### src/rtl/ctx_sched_pkg.sv
`timescale 1ns/1ps
package ctx_sched_pkg;
  localparam int CTX_N   = 8;
  localparam int CTX_W   = $clog2(CTX_N);
  localparam int FRAME_N = 16;
  localparam int POS_W   = $clog2(FRAME_N);
  localparam int MODE_W  = 3;

  typedef logic [CTX_W-1:0]  ctx_id_t;
  typedef logic [POS_W-1:0]  pos_t;
  typedef logic [MODE_W-1:0] mode_t;

  localparam mode_t MODE_EQUAL = mode_t'(2);

  // Owner of a slot for a profile; the arithmetic spreads each share evenly.
  function automatic ctx_id_t slot_owner(input mode_t mode, input pos_t pos);
    logic [2:0] j;
    ctx_id_t    own;
    j = pos[3:1];
    case (mode)
      mode_t'(0): begin
        if (!pos[0])        own = ctx_id_t'(0);
        else if (j[1:0] == 2'd0) own = ctx_id_t'(1);
        else if (j < 3'd4)  own = ctx_id_t'(j + 3'd1);
        else                own = ctx_id_t'(j);
      end
      mode_t'(1): begin
        if (pos[1:0] == 2'd0)      own = ctx_id_t'(0);
        else if (pos[1:0] == 2'd2) own = ctx_id_t'(1);
        else if (!j[0])            own = ctx_id_t'(3'd2 + {2'b00, j[1]});
        else                       own = ctx_id_t'(3'd4 + {1'b0, j[2:1]});
      end
      default: own = ctx_id_t'(pos[2:0]);
    endcase
    return own;
  endfunction
endpackage

### src/rtl/ctx_frame_ctr.sv
`timescale 1ns/1ps
module ctx_frame_ctr #(
  parameter int POS_W = 4
) (
  input  logic             clk,
  input  logic             rst_n,
  output logic [POS_W-1:0] pos_o,
  output logic             frame_start_o
);
  logic [POS_W-1:0] pos_q;

  always_ff @(posedge clk) begin
    if (!rst_n) pos_q <= '0;
    else        pos_q <= pos_q + 1'b1;
  end

  assign pos_o         = pos_q;
  assign frame_start_o = (pos_q == '0);
endmodule

### src/rtl/ctx_mode_hold.sv
`timescale 1ns/1ps
module ctx_mode_hold #(
  parameter int              MODE_W     = 3,
  parameter logic [MODE_W-1:0] RESET_MODE = 2
) (
  input  logic              clk,
  input  logic              rst_n,
  input  logic              frame_start_i,
  input  logic [MODE_W-1:0] mode_i,
  output logic [MODE_W-1:0] act_mode_o
);
  logic [MODE_W-1:0] mode_q;

  assign act_mode_o = frame_start_i ? mode_i : mode_q;

  always_ff @(posedge clk) begin
    if (!rst_n) mode_q <= RESET_MODE;
    else        mode_q <= act_mode_o;
  end
endmodule

### src/rtl/ctx_grant_mask.sv
`timescale 1ns/1ps
module ctx_grant_mask #(
  parameter int CTX_N = 8,
  parameter int CTX_W = 3
) (
  input  logic [CTX_W-1:0] owner_i,
  input  logic [CTX_N-1:0] enable_i,
  output logic [CTX_N-1:0] grant_o
);
  for (genvar k = 0; k < CTX_N; k++) begin : g_ctx
    assign grant_o[k] = (owner_i == CTX_W'(k)) && enable_i[k];
  end
endmodule

### src/rtl/ctx_slot_sched.sv
`timescale 1ns/1ps
module ctx_slot_sched
  import ctx_sched_pkg::*;
(
  input  logic              clk,
  input  logic              rst_n,
  input  logic [MODE_W-1:0] mode_i,
  input  logic [CTX_N-1:0]  enable_i,
  output logic [CTX_N-1:0]  grant_o,
  output logic [CTX_W-1:0]  grant_idx_o
);
  pos_t    frame_pos;
  logic    frame_start;
  mode_t   act_mode;
  ctx_id_t owner;

  ctx_frame_ctr #(.POS_W(POS_W)) u_frame (
    .clk           (clk),
    .rst_n         (rst_n),
    .pos_o         (frame_pos),
    .frame_start_o (frame_start)
  );

  ctx_mode_hold #(.MODE_W(MODE_W), .RESET_MODE(MODE_EQUAL)) u_mode (
    .clk           (clk),
    .rst_n         (rst_n),
    .frame_start_i (frame_start),
    .mode_i        (mode_i),
    .act_mode_o    (act_mode)
  );

  always_comb owner = slot_owner(act_mode, frame_pos);

  ctx_grant_mask #(.CTX_N(CTX_N), .CTX_W(CTX_W)) u_mask (
    .owner_i  (owner),
    .enable_i (enable_i),
    .grant_o  (grant_o)
  );

  assign grant_idx_o = owner;
endmodule

### config.mk
export PLATFORM = sky130hd
export DESIGN_NAME = ctx_slot_sched
export DESIGN_NICKNAME = d
export VERILOG_FILES = /design/src/rtl/ctx_sched_pkg.sv /design/src/rtl/ctx_frame_ctr.sv /design/src/rtl/ctx_mode_hold.sv /design/src/rtl/ctx_grant_mask.sv /design/src/rtl/ctx_slot_sched.sv
export SDC_FILE = /design/constraint.sdc
export NUM_CORES = 1
export LEC_CHECK = 0
export ABC_AREA = 1
export BUFFER_PORTS_ARGS = -buffer_cell sky130_fd_sc_hd__buf_4
export CORE_MARGIN = 2
export CORE_UTILIZATION = 42
export DETAILED_ROUTE_END_ITERATION = 12
export PLACE_DENSITY = 0.82
export SKIP_LAST_GASP = 1
export SYNTH_ARGS = -nofsm -noshare
export SYNTH_HDL_FRONTEND = slang
export SYNTH_SLANG_ARGS = --single-unit
### constraint.sdc
create_clock -name clk -period 1.7 [get_ports clk]
set_input_delay 0.085 -clock clk [delete_from_list [all_inputs] [get_ports clk]]
set_output_delay 0.085 -clock clk [all_outputs]
set_load 0.03 [all_outputs]
; ---- After elaboration in Yosys (flattened, before gate mapping)
; Cells that the tools add are included.
[word_totals]
n_memories = 0
register_bits = 7
latch_bits = 0
ram_bits = 0
output_inout_bits = 11
romBits = 0
[classes]
reduce_logical = 13
n_div = 0
magnitude_cmp = 1
muxes = 8
n_mul = 0
addsub = 4
n_eq_ne = 9
bitwise = 0
n_shift = 0
[op_table]
columns = cell, count
row1 = two-way mux 3 bit, 7
row2 = "equality test 3 bit, second input constant", 4
row3 = logical AND 1 bit, 8
row4 = "equality test 3 x 1 -> 1 bit, second input constant", 2
row5 = "equality test 3 x 2 -> 1 bit, second input constant", 2
row6 = zero test 3 bit, 2
row7 = case mux 3 bit (2 select lines), 1
row8 = "adder 4 x 1 -> 4 bit, second input constant", 1
row9 = zero test 2 bit, 2
row10 = zero test 4 bit, 1
row11 = "adder 2 x 1 -> 3 bit, first input constant", 1
row12 = "adder 3 x 1 -> 3 bit, second input constant", 1
row13 = "adder 3 x 2 -> 3 bit, first input constant", 1
row14 = "less-than comparator 3 bit, second input constant", 1
row15 = "equality test 2 bit, second input constant", 1

; ---- Longest topological paths before layout
[depth]
depth_word = 7
mapped_depth = 11
depth_no_buf = 11

; ---- Cells and area by module
; From an unflattened synthesis, not the netlist that was laid out.
[unflattened]
cells_unflattened = 104
area_unflattened_um2 = 591.8
[modules_own_cells]
columns = module, cells_per_inst, area_each_um2, instances, seq_area_each_um2
row1 = ctx_slot_sched, 36, 192.7, 1, 0.0
row2 = ctx_frame_ctr, 22, 176.4, 1, 80.1
row3 = ctx_mode_hold, 23, 136.4, 1, 60.1
row4 = ctx_grant_mask, 23, 86.3, 1, 0.0

; ---- Least setup slack after synthesis
; Ideal clock, no wire load.
[synth_timing]
path_kind = register -> output
startpoint = reg u_frame.pos_q[0] (netlist: u_frame.pos_o[0])
endpoint = out grant_o[7]
t_arrival_ns = 2.082
stages_incl_launch_ff = 10
required_time_ns = 1.615
slack_ns = -0.467
cell_sequence = dfxtp_1 inv_1 ha_1 nand2_4 nand2_1 o21ai_4 nand4_1 nand3_1 nand2_1 nor2_1
[synth_between]
elab_chain_cells = 6
[synth_rtl]
columns = element, line
row1 = start: declaration, ctx_frame_ctr.sv:10  ; logic [POS_W-1:0] pos_q;
row2 = start signal: assignment, ctx_frame_ctr.sv:14  ; else pos_q <= pos_q + 1'b1;
row3 = zero test 4 bit or equality test 2 bit (tied branches), "ctx_frame_ctr.sv:18, ctx_sched_pkg.sv:29"
row4 = two-way mux 3 bit (on tied branches), "ctx_mode_hold.sv:14, ctx_sched_pkg.sv:29"
row5 = equality test 3 x 1 -> 1 bit (tied with other cells), ctx_sched_pkg.sv:20  ; case (mode)
row6 = case mux 3 bit (2 select lines) *, ctx_sched_pkg.sv:20
row7 = via grant_idx_o[1], ctx_slot_sched.sv:10  ; output logic [CTX_W-1:0] grant_idx_o
row8 = equality test 3 bit *, ctx_grant_mask.sv:11  ; assign grant_o[k] = (owner_i == CTX_W'(k)) && enable_i[k];
row9 = logical AND 1 bit *, ctx_grant_mask.sv:11
row10 = end: declaration, ctx_slot_sched.sv:9  ; output logic [CTX_N-1:0] grant_o,
; The timed path passes the listed nets; every way through them passes the cells marked *.

; ---- Worst setup path after layout
[layout_timing]
startpoint = reg u_frame.pos_q[1] (netlist: u_frame.pos_o[1])
endpoint = out grant_o[1]
[layout_between]
elab_chain_cells = 7
[layout_rtl]
columns = element, line
row1 = adder 3 x 1 -> 3 bit or less-than comparator 3 bit (tied branches), ctx_sched_pkg.sv:24  ; else if (j < 3'd4) own = ctx_id_t'(j + 3'd1);
row2 = two-way mux 3 bit, ctx_sched_pkg.sv:24
row3 = two-way mux 3 bit, ctx_sched_pkg.sv:23  ; else if (j[1:0] == 2'd0) own = ctx_id_t'(1);
row4 = two-way mux 3 bit, ctx_sched_pkg.sv:22  ; if (!pos[0]) own = ctx_id_t'(0);
row5 = case mux 3 bit (2 select lines) *, ctx_sched_pkg.sv:20
row6 = equality test 3 x 1 -> 1 bit *, ctx_grant_mask.sv:11
row7 = logical AND 1 bit *, ctx_grant_mask.sv:11
; Mark *: on every way between the ends. The rest lies on a longest branch, timed or not.

==> flow_metrics.env <==
export IMPL_vias=916
export IMPL_peakVddDrop_mv=0.7000
export IMPL_synth_cells_most_frequent="25 x nand2_1, 17 x nor2_1, 12 x inv_1"
export IMPL_firstDrtPassIters=4
export IMPL_drc=0
export IMPL_grt_setup_unrepaired="yes"
export IMPL_die_y_um=42.71
export IMPL_die_x_um=42.71
export IMPL_ioPinCount=24
export IMPL_dpl_hpwl_mm=1.524
export IMPL_worstSetupPathType="flip-flop to output port"
export IMPL_dr_wl_met3_um=262
export IMPL_ys_flop_type="dfxtp_1"
export IMPL_final_cells=154
export IMPL_cts_root_buffer_cell="clkbuf_4"
export IMPL_ant_nets=0
export IMPL_dp_cells=144
export IMPL_status="finished, violations left"
export IMPL_period_needed_ps=2142
export IMPL_worst_slack_ps=-442.4
export IMPL_fin_skew_ps=9.146
export IMPL_worst_setup_path_end_kind="output port"
export IMPL_cp_data_required_time_ps=1620
export IMPL_hp_class="input port to flip-flop"
export IMPL_dr_wl_met2_mm=1.649
export IMPL_first_iter_violations=37
export IMPL_hold_viol_final=0
export IMPL_grt_max_degree=9
export IMPL_netlist_top_cells_area="dfxtp_1 22%, nand2_1 15%, ha_1 14%"
export IMPL_p_total_w=0.0008537
export IMPL_yosysWarnings=0
export IMPL_ys_seq_area_frac=0.2227
export IMPL_syn_instance_count=95
export IMPL_setup_viol=11
export IMPL_die_area_um2=1824
export IMPL_hold_buffers=0
export IMPL_core_um2=1350
export IMPL_routed_top_layer="met4"
export IMPL_violations="negative setup slack"
export IMPL_cts_reportedPaths_clkPinSlew_ps=60
export IMPL_htreeDepth=1
export IMPL_synth_area_leader_cell="dfxtp_1"
export IMPL_synthToLayoutAreaGrowth_pct=102.6
export IMPL_drt_total_wl_mm=3.221
export IMPL_finish_utilization=0.9444
export IMPL_syn_area_per_cell_um2=6.625
export IMPL_syn_num_nets=115
export IMPL_met1_length_mm=1.120
export IMPL_clkLatencyLatePin_ps=280
export IMPL_n_antenna_cell=0
export IMPL_yosysMostFrequentCell="nand2_1"
export IMPL_ys_ff_latch=7
export IMPL_power_leakage_nw=0.6224
export IMPL_max_cap_violations=0
export IMPL_grt_pass1_wl_mm=3.808
export IMPL_nets=160
export IMPL_worstMarginPinSlew_ps=276.3
export IMPL_crit_arrival_ps=2060
export IMPL_maxSlewHeadroom=0.8151
export IMPL_cts_tree="built"
export IMPL_overflow=0
export IMPL_netlist_area_leader_share=0.2227
export IMPL_cp_start_kind="flip-flop"
export IMPL_p_per_area_nw_per_um2=669.6
export IMPL_fp_row_count=13
export IMPL_drive_above_1_share=0.6259
export IMPL_first_global_vias=791
export IMPL_cts_max_path_buffers=2
export IMPL_wire_per_inst_um=20.92
export IMPL_grt_usage=0.2877
export IMPL_fin_crit_sh=1.260
export IMPL_gp_congestion=0.8372
export IMPL_synth_edf_count=0
export IMPL_pre_cts_ws_ps=-140.3
export IMPL_async_reset_ff_frac=0
export IMPL_vias_per_cell=5.948
export IMPL_cp_max_fo=5
export IMPL_synth_area_um2=629.4
export IMPL_portBuffers=23
export IMPL_ys_types=19
export IMPL_cts_num_sinks=7
export IMPL_start_util=0.4662
export IMPL_slew_violations=0
export IMPL_whs_ps=6.070
export IMPL_antenna_found_initial=0
export IMPL_numCtsBuffers=3
export IMPL_fmax_mhz=466.8
==> layer usage <==
layer  vias to the layer above  track usage
li1                        400            -
met5                         -            0
met3                        23      0.03404
met1                       423       0.3403
met4                         0       0.2063
met2                        70       0.4727
==> path summary, 6_finish.rpt <==
check                                      start                to  slack, ps  depth (start not counted)
worst max-delay path            u_frame.pos_o[1]        grant_o[1]       -440                         11
worst min-delay path                       rst_n  u_mode.mode_q[1]          6                          2
worst max register to register  u_frame.pos_o[1]  u_mode.mode_q[2]        450                          7
worst min register to register  u_frame.pos_o[0]  u_frame.pos_o[0]        620                          2
==> cell usage in the layout (no fill, tap or decap), types with 3 or more instances in the layout <==
master / instances
nand2_4: 9
dfxtp_1: 3
nand4_1: 7
nor2_1: 8
buf_4: 25
nand2_2: 6
nor2_4: 10
nand2_1: 11
inv_1: 7
buf_6: 14
clkbuf_4: 3
inv_4: 3
dfxtp_4: 3
ha_1: 6
==> critical path: stages (launching register included) <==
cell     delay (ps)
dfxtp_4         360
inv_4            70
ha_4            190
nand2_8          90
nand2_1         120
nand2_2         110
nand4_1         240
nand2_2         110
nor2_4          170
nand2_4          90
nor2_4           90
buf_6           130
==> sequential cells by signal, indices dropped and copies added (netlist names) <==
register       flops
u_frame.pos_o      4
u_mode.mode_q      3
==> what timing repair did <==
item | in CTS | in global routing
pin swaps | 20 | 6
gates resized for setup | 21 | 12
buffers inserted | 4 | 2
cloned | 0 | 0
endpoints found under the setup margin | 11 | 11
==> cells by family (layout without fill, tap and decap cells) <==
| logic type | Yosys count | count (layout) | synth area share |
|---|---|---|---|
| simple gates | 64 | 64 | 0.5030 |
| xor+xnor | 1 | 1 | 0.01392 |
| buf+inv | 12 | 56 | 0.07157 |
| fa+ha+maj | 7 | 7 | 0.1392 |
| compound gates | 4 | 4 | 0.04970 |
| flops | 7 | 7 | 0.2227 |
==> power by group <==
| group | internal (W) | switching (W) | total (W) |
|---|---|---|---|
| Combinational | 0.000209 | 0.000287 | 0.000496 |
| Clock | 0.0000870 | 0.0000793 | 0.000166 |
| Sequential | 0.000178 | 0.0000139 | 0.000191 |
==> cell type report <==
cell class	instances	area [um^2]
Fill cell	45	75.07
Clock inverter	1	5.005
Sequential cell	7	152.6
Multi-Input combinational cell	76	658.1
Timing Repair Buffer	40	365.4
Clock buffer	3	22.52
Tap cell	15	18.77
Inverter	12	52.55
==> metrics by stage <==
stage / setup TNS [ps] / cell area [um^2]
finish: -4241 / 1275
floorplan: -30.61 / 782.0
CTS: -2947 / 1199
detailed placement: -806.4 / 1056
global placement: -399.5 / 1056
global route: -4960 / 1275
No activity file was read; power rests on OpenSTA's default activity.
